**src/rtl/romCmdPkg.sv**
```systemverilog
package romCmdPkg;

  localparam int FAM_W    = 8;
  localparam int SERIAL_W = 48;
  localparam int CRC_W    = 8;
  localparam int BODY_W   = FAM_W + SERIAL_W;
  localparam int ID_W     = BODY_W + CRC_W;
  localparam int IDX_W    = $clog2(ID_W);
  localparam int CMD_W    = 8;

  localparam logic [CMD_W-1:0] CMD_READ   = 8'h33;
  localparam logic [CMD_W-1:0] CMD_MATCH  = 8'h55;
  localparam logic [CMD_W-1:0] CMD_SKIP   = 8'hCC;
  localparam logic [CMD_W-1:0] CMD_SEARCH = 8'hF0;

  typedef enum logic [3:0] {
    ST_IDLE, ST_CMD, ST_READ, ST_MATCH,
    ST_SRCH_T, ST_SRCH_C, ST_SRCH_W, ST_PASS, ST_MUTE
  } romState_t;

  typedef struct packed {
    logic clrIdx;
    logic incIdx;
    logic shiftCmd;
  } dpStrobe_t;

  // Reflected CRC-8 (x^8+x^5+x^4+1), fed bit 0 first, initial value 0.
  function automatic logic [CRC_W-1:0] crcOf(input logic [BODY_W-1:0] body);
    logic [CRC_W-1:0] c;
    logic fb;
    c = '0;
    for (int i = 0; i < BODY_W; i++) begin
      fb = c[0] ^ body[i];
      c  = c >> 1;
      if (fb) c = c ^ 8'h8C;
    end
    return c;
  endfunction

endpackage

```
**src/rtl/romIdPath.sv**
```systemverilog
module romIdPath
  import romCmdPkg::*;
#(
  parameter logic [FAM_W-1:0]    FAMILY = 8'h14,
  parameter logic [SERIAL_W-1:0] SERIAL = 48'hA1B2C3D4E5F6
) (
  input  logic             clk,
  input  logic             rstN,
  input  dpStrobe_t        stb,
  input  logic             wrBit,
  output logic             idBit,
  output logic [CMD_W-1:0] cmdByte,
  output logic             idxLast,
  output logic             cmdLast
);

  localparam logic [BODY_W-1:0] BODY   = {SERIAL, FAMILY};
  localparam logic [CRC_W-1:0]  CRC    = crcOf(BODY);
  localparam logic [ID_W-1:0]   IDWORD = {CRC, BODY};

  logic [IDX_W-1:0] idx;
  logic [CMD_W-2:0] cmdReg;

  always_ff @(posedge clk) begin
    if (!rstN) begin
      idx <= '0;
    end else if (stb.clrIdx) begin
      idx <= '0;
    end else if (stb.incIdx) begin
      idx <= idx + 1'b1;
    end
  end

  // Command bits arrive LSB first; shift in at the top.
  always_ff @(posedge clk) begin
    if (!rstN) begin
      cmdReg <= '0;
    end else if (stb.shiftCmd) begin
      cmdReg <= {wrBit, cmdReg[CMD_W-2:1]};
    end
  end

  assign cmdByte = {wrBit, cmdReg};
  assign idBit   = IDWORD[idx];
  assign idxLast = (idx == IDX_W'(ID_W - 1));
  assign cmdLast = (idx == IDX_W'(CMD_W - 1));

  // command bits are counted within one byte
  a_r10_cmd_idx_small: assert property (@(posedge clk) disable iff (!rstN)
    (stb.shiftCmd && stb.incIdx) |-> (idx < IDX_W'(CMD_W - 1)));

  // an increment moves the index forward by exactly one
  a_r4_idx_step: assert property (@(posedge clk) disable iff (!rstN)
    (stb.incIdx && !stb.clrIdx) |=> (idx == $past(idx) + 1'b1));

endmodule

```
**src/rtl/romCmdCtl.sv**
```systemverilog
module romCmdCtl
  import romCmdPkg::*;
(
  input  logic             clk,
  input  logic             rstN,
  input  logic             busReset,
  input  logic             wrValid,
  input  logic             wrBit,
  input  logic             rdReq,
  input  logic             idBit,
  input  logic [CMD_W-1:0] cmdByte,
  input  logic             idxLast,
  input  logic             cmdLast,
  output dpStrobe_t        stb,
  output logic             txLow,
  output logic             memSel
);

  romState_t state, nextState;
  logic      selSet;

  always_comb begin
    nextState = state;
    stb       = '0;
    selSet    = 1'b0;
    if (busReset) begin
      nextState  = ST_CMD;
      stb.clrIdx = 1'b1;
    end else begin
      unique case (state)
        ST_CMD: if (wrValid) begin
          stb.shiftCmd = 1'b1;
          if (cmdLast) begin
            stb.clrIdx = 1'b1;
            if (cmdByte == CMD_READ)        nextState = ST_READ;
            else if (cmdByte == CMD_MATCH)  nextState = ST_MATCH;
            else if (cmdByte == CMD_SEARCH) nextState = ST_SRCH_T;
            else if (cmdByte == CMD_SKIP) begin
              nextState = ST_PASS;
              selSet    = 1'b1;
            end else                        nextState = ST_MUTE;
          end else begin
            stb.incIdx = 1'b1;
          end
        end
        ST_READ: if (rdReq) begin
          if (idxLast) begin
            nextState = ST_PASS;
            selSet    = 1'b1;
          end else begin
            stb.incIdx = 1'b1;
          end
        end
        ST_MATCH: if (wrValid) begin
          if (wrBit != idBit) begin
            nextState = ST_MUTE;
          end else if (idxLast) begin
            nextState = ST_PASS;
            selSet    = 1'b1;
          end else begin
            stb.incIdx = 1'b1;
          end
        end
        ST_SRCH_T: if (rdReq) nextState = ST_SRCH_C;
        ST_SRCH_C: if (rdReq) nextState = ST_SRCH_W;
        ST_SRCH_W: if (wrValid) begin
          if (wrBit != idBit) begin
            nextState = ST_MUTE;
          end else if (idxLast) begin
            nextState = ST_PASS;
            selSet    = 1'b1;
          end else begin
            stb.incIdx = 1'b1;
            nextState  = ST_SRCH_T;
          end
        end
        default: nextState = state;
      endcase
    end
  end

  always_ff @(posedge clk) begin
    if (!rstN) begin
      state  <= ST_IDLE;
      memSel <= 1'b0;
    end else begin
      state  <= nextState;
      memSel <= selSet;
    end
  end

  always_comb begin
    unique case (state)
      ST_READ, ST_SRCH_T: txLow = !idBit;
      ST_SRCH_C:          txLow = idBit;
      default:            txLow = 1'b0;
    endcase
  end

  a_r13_sel_one_cycle: assert property (@(posedge clk) disable iff (!rstN)
    memSel |=> !memSel);

  a_r11_reset_wins: assert property (@(posedge clk) disable iff (!rstN)
    busReset |=> (state == ST_CMD) && !memSel);

  a_r6_match_mute: assert property (@(posedge clk) disable iff (!rstN)
    (state == ST_MATCH && wrValid && !busReset && wrBit != idBit) |=> (state == ST_MUTE));

  a_r7_search_order: assert property (@(posedge clk) disable iff (!rstN)
    (state == ST_SRCH_C && rdReq && !busReset) |=> (state == ST_SRCH_W));

  a_r12_pass_no_sel: assert property (@(posedge clk) disable iff (!rstN)
    (state == ST_PASS && !busReset) |=> !memSel);

  a_r1_idle_quiet: assert property (@(posedge clk) disable iff (!rstN)
    (state == ST_IDLE) |-> !memSel);

endmodule

```
**src/rtl/romCmdLayer.sv**
```systemverilog
module romCmdLayer
  import romCmdPkg::*;
#(
  parameter logic [FAM_W-1:0]    FAMILY = 8'h14,
  parameter logic [SERIAL_W-1:0] SERIAL = 48'hA1B2C3D4E5F6
) (
  input  logic clk,
  input  logic rstN,
  input  logic busReset,
  input  logic wrValid,
  input  logic wrBit,
  input  logic rdReq,
  output logic txLow,
  output logic memSel
);

  dpStrobe_t        stb;
  logic             idBit;
  logic [CMD_W-1:0] cmdByte;
  logic             idxLast;
  logic             cmdLast;

  romIdPath #(.FAMILY(FAMILY), .SERIAL(SERIAL)) uPath (
    .clk(clk), .rstN(rstN), .stb(stb), .wrBit(wrBit),
    .idBit(idBit), .cmdByte(cmdByte), .idxLast(idxLast), .cmdLast(cmdLast)
  );

  romCmdCtl uCtl (
    .clk(clk), .rstN(rstN), .busReset(busReset), .wrValid(wrValid),
    .wrBit(wrBit), .rdReq(rdReq), .idBit(idBit), .cmdByte(cmdByte),
    .idxLast(idxLast), .cmdLast(cmdLast), .stb(stb), .txLow(txLow),
    .memSel(memSel)
  );

endmodule

```
**config.mk**
```make
export PLATFORM = sky130hd
export DESIGN_NAME = romCmdLayer
export DESIGN_NICKNAME = d
export VERILOG_FILES = /design/src/rtl/romCmdPkg.sv /design/src/rtl/romIdPath.sv /design/src/rtl/romCmdCtl.sv /design/src/rtl/romCmdLayer.sv
export SDC_FILE = /design/constraint.sdc
export NUM_CORES = 1
export LEC_CHECK = 0
export ABC_AREA = 1
export ABC_CLOCK_PERIOD_IN_PS = 3600
export BUFFER_PORTS_ARGS = -buffer_cell sky130_fd_sc_hd__buf_2
export CAP_MARGIN = 20
export CORE_ASPECT_RATIO = 1.1
export CORE_MARGIN = 2
export CORE_UTILIZATION = 50
export CTS_BUF_LIST = sky130_fd_sc_hd__clkbuf_2 sky130_fd_sc_hd__clkbuf_4 sky130_fd_sc_hd__clkbuf_8
export DETAILED_ROUTE_END_ITERATION = 16
export HOLD_SLACK_MARGIN = 0.06
export MAX_ROUTING_LAYER = met4
export PLACE_DENSITY = 0.68
export SYNTH_ARGS = -nofsm -noshare
export SYNTH_HDL_FRONTEND = slang
export SYNTH_SLANG_ARGS = --single-unit
```
**constraint.sdc**
```tcl
create_clock -name clk -period 3.6 [get_ports clk]
set_clock_uncertainty 0.15 [all_clocks]
set_input_delay 0.72 -clock clk [delete_from_list [all_inputs] [get_ports clk]]
set_output_delay 0.72 -clock clk [all_outputs]
set_load 0.1 [all_outputs]
```
==> results_dict.tcl <==
set metrics [dict create \
    status "complete, no violations" \
    die_h_um 62.0 \
    required_ps 2730 \
    first_pass_iters 4 \
    ios 8 \
    grt_overflow_total 0 \
    port_buffers 7 \
    clock_sinks 19 \
    syn-num-nets 247 \
    fin_nets 256 \
    cp_max_fo 5 \
    dr_total_vias 1455 \
    cts_buffer_depth 2 \
    num_rows 21 \
    crit_chain "inv_1 -> nor2_2 -> inv_1 -> nor2_1 -> nand2_1 -> a31oi_1 -> buf_2" \
    placed_cell_area_mm2 0.00159 \
    numCtsBuffers 3 \
    path_clk_slew_ps 110 \
    finalInstanceArea_mm2 0.00162 \
    drive_above_1_share 0.165 \
    grt_pass1_vias 1244 \
    whs_path_depth 2 \
    hold_path_class "flop to flop" \
    routed_wl_um 3120 \
    die_area_mm2 0.00352 \
    coreArea_mm2 0.00300 \
    cap_violations 0 \
    insertion_delay_ps 300 \
    critPathBufInv 3 \
    cpMaxStageDelayCell "buf_2" \
    r2r_cells 18 \
    fill_cells 321 \
    period_needed_ps 2870 \
    path_class "flop to primary output" \
    ctsRootBufferMaster "clkbuf_4" \
    rrSetupSlack_ps 1000 \
    wire_per_inst_um 11.3 \
    ys_ff_latch 19 \
    cp-start-kind "flop" \
    r2r-end "uCtl.idBit" \
    setup_viol 0 \
    yosysUniqueCellTypes 31 \
    cts_setup_buffers 0 \
    min-delay-start "uPath.cmdReg[0]" \
    holdBufCountCts 0 \
    diodes 0 \
    drt_iter0_drc 98 \
    crit_family "buffers and inverters" \
    whs_ps 336 \
    avgSynthCellArea_um2 6.54 \
    synth_area_mm2 0.00153 \
    yosysSeqAreaShare 0.249 \
    path_common_cell "inv_1" \
    slew_viol_final 0 \
    peakVddDrop_v 0.000226 \
    htreeDepth 1 \
    dieWidth_um 56.7 \
    hpwl_um 2520 \
    leakagePower_nw 0.766 \
    fmax_mhz 349 \
    cts_tree "built" \
    vias_per_cell 5.27 \
    critPathCaptureType "primary output" \
    hold_end "uPath.cmdReg[0]" \
    grt_pass1_wl_um 5340 \
    initial_core_util 0.511 \
    rr_startpoint "uPath.idx[1]" \
    antenna_found_initial 0 \
    cts.repair.resized 0 \
    ant_nets 0 \
    worstMarginPinSlew_ps 551 \
    grt_usage 0.200 \
    slew_headroom 0.629 \
    synthCells 234 \
    hold_viol 0 \
    finalCritPeriodShare 0.797 \
    ys_warn_count 0 \
    crit_arrival_ps 2000 \
    rsz0062_at_grt "false" \
    grt_max_degree 14 \
    gp_congestion 0.889 \
    setup-tns-final_ps 0 \
    slowest_delay_ps 460 \
    synthToLayoutAreaGrowth_pct 6.05 \
    power.density_mw_per_mm2 287 \
    drc 0 \
]
==> per-layer routing <==
layer  up-vias  share of wire  routed length (um)  track usage
li1        776              -                   -            -
met1       651           0.50                1560        0.262
met2        22           0.45                1410        0.319
met3         6          0.030                  92       0.0331
met4         0          0.017                  52       0.0664
met5         -              0                   0            -
==> through the flow <==
| step | setup slack, ps | total power, mW | util | std cells |
|---|---|---|---|---|
| after floorplan | 286 | 0.333 | - | 234 |
| after global placement | 880 | 0.356 | 0.532 | 272 |
| after detailed placement | 862 | 0.356 | 0.532 | 272 |
| after CTS | 726 | 0.472 | 0.542 | 276 |
| after global routing | 581 | 0.502 | 0.542 | 276 |
| final | 731 | 0.465 | 0.542 | 276 |
==> flip-flops by register name, indices dropped and copies added, names as in the netlist <==
name	flops
uPath.idx	6
uCtl.memSel	1
uCtl.state	4
uCtl.idBit	1
uPath.cmdReg	7
==> layout make-up <==
type | instances | area [um^2] | area share
Multi-Input combinational cell | 161 | 940 | 0.579
Inverter | 50 | 188 | 0.116
Clock buffer | 3 | 22.5 | 0.0139
Sequential cell | 19 | 380 | 0.234
Tap cell | 34 | 42.5 | 0.0262
Clock inverter | 1 | 7.51 | 0.00463
Timing Repair Buffer | 8 | 42.5 | 0.0262
==> how the worst max path moves through the flow <==
stage	from	endpoint	slack [ps]	depth (start not counted)
after detailed placement	wrBit	uCtl.idBit	860	19
after global routing	uCtl.state[2]	txLow	580	7
after CTS	uCtl.state[2]	txLow	730	7
after global placement	wrBit	uCtl.idBit	880	19
after floorplan	uCtl.state[0]	txLow	290	6
final	uCtl.state[2]	txLow	730	7
==> cell usage after synthesis <==
master | instances | area [um^2]
nor2_1 | 19 | 71.3
a31oi_1 | 2 | 12.5
nand3_1 | 32 | 160
buf_4 | 2 | 15.0
nor2_2 | 2 | 12.5
o22ai_1 | 2 | 12.5
nand2_2 | 6 | 37.5
a2111o_1 | 1 | 11.3
ha_1 | 7 | 87.6
o21ai_0 | 11 | 55.1
o21ai_1 | 1 | 5.00
a221oi_1 | 1 | 8.76
clkbuf_1 | 2 | 7.51
nand2_4 | 1 | 11.3
inv_1 | 45 | 169
o211ai_1 | 1 | 7.51
a21oi_1 | 13 | 65.1
nor4_1 | 2 | 12.5
nand3_2 | 6 | 60.1
xor2_1 | 1 | 8.76
dfxtp_1 | 19 | 380
a21oi_2 | 1 | 8.76
a311oi_1 | 1 | 8.76
nor2_4 | 4 | 45.0
a21o_1 | 1 | 7.51
a211oi_1 | 1 | 7.51
nand4_1 | 4 | 25.0
nor3_1 | 2 | 10.0
nand2_1 | 36 | 135
inv_2 | 5 | 18.8
nand3_4 | 3 | 52.6
==> cell usage in the layout (no fill, tap or decap), drive strengths merged, types with 2 or more instances in the layout <==
master / count
nand4: 4
inv: 50
nor4: 2
ha: 7
o21ai: 12
nand2: 43
nand3: 41
a31oi: 2
a21oi: 14
nor2: 25
o22ai: 2
dfxtp: 19
clkbuf: 3
nor3: 2
buf: 8
==> logic make-up after synthesis <==
group / after synthesis / synth area share
AND/OR/NAND/NOR: 117 / 0.414
buffers and inverters: 54 / 0.137
AO/OA/AOI/OAI: 36 / 0.137
flip-flops: 19 / 0.249
adder cells (fa/ha/maj): 7 / 0.0572
XOR/XNOR: 1 / 0.00572
==> worst reg2reg max path, stage by stage (launching register included) <==
cell     delay (ps)
dfxtp_1         410
ha_1            230
nand3_2         130
nor2_4          190
nor2_1           70
nand3_2          70
nand3_4         110
nand2_4         150
nand2_1          80
nand3_2         150
inv_1            80
ha_1            280
nand3_1          70
nor2_1           90
nor2_1           50
nand2_1          50
nand2_1          50
nand2_1          50
nand2_1          50
==> report_power, final <==
part / leakage (nW) / internal (mW) / switching [mW]
logic: 0.598 / 0.0363 / 0.0838
registers: 0.154 / 0.220 / 0.0109
clock network: 0.0139 / 0.0423 / 0.0716
total: 0.766 / 0.299 / 0.166
No activity file was read; power rests on OpenSTA's default activity.
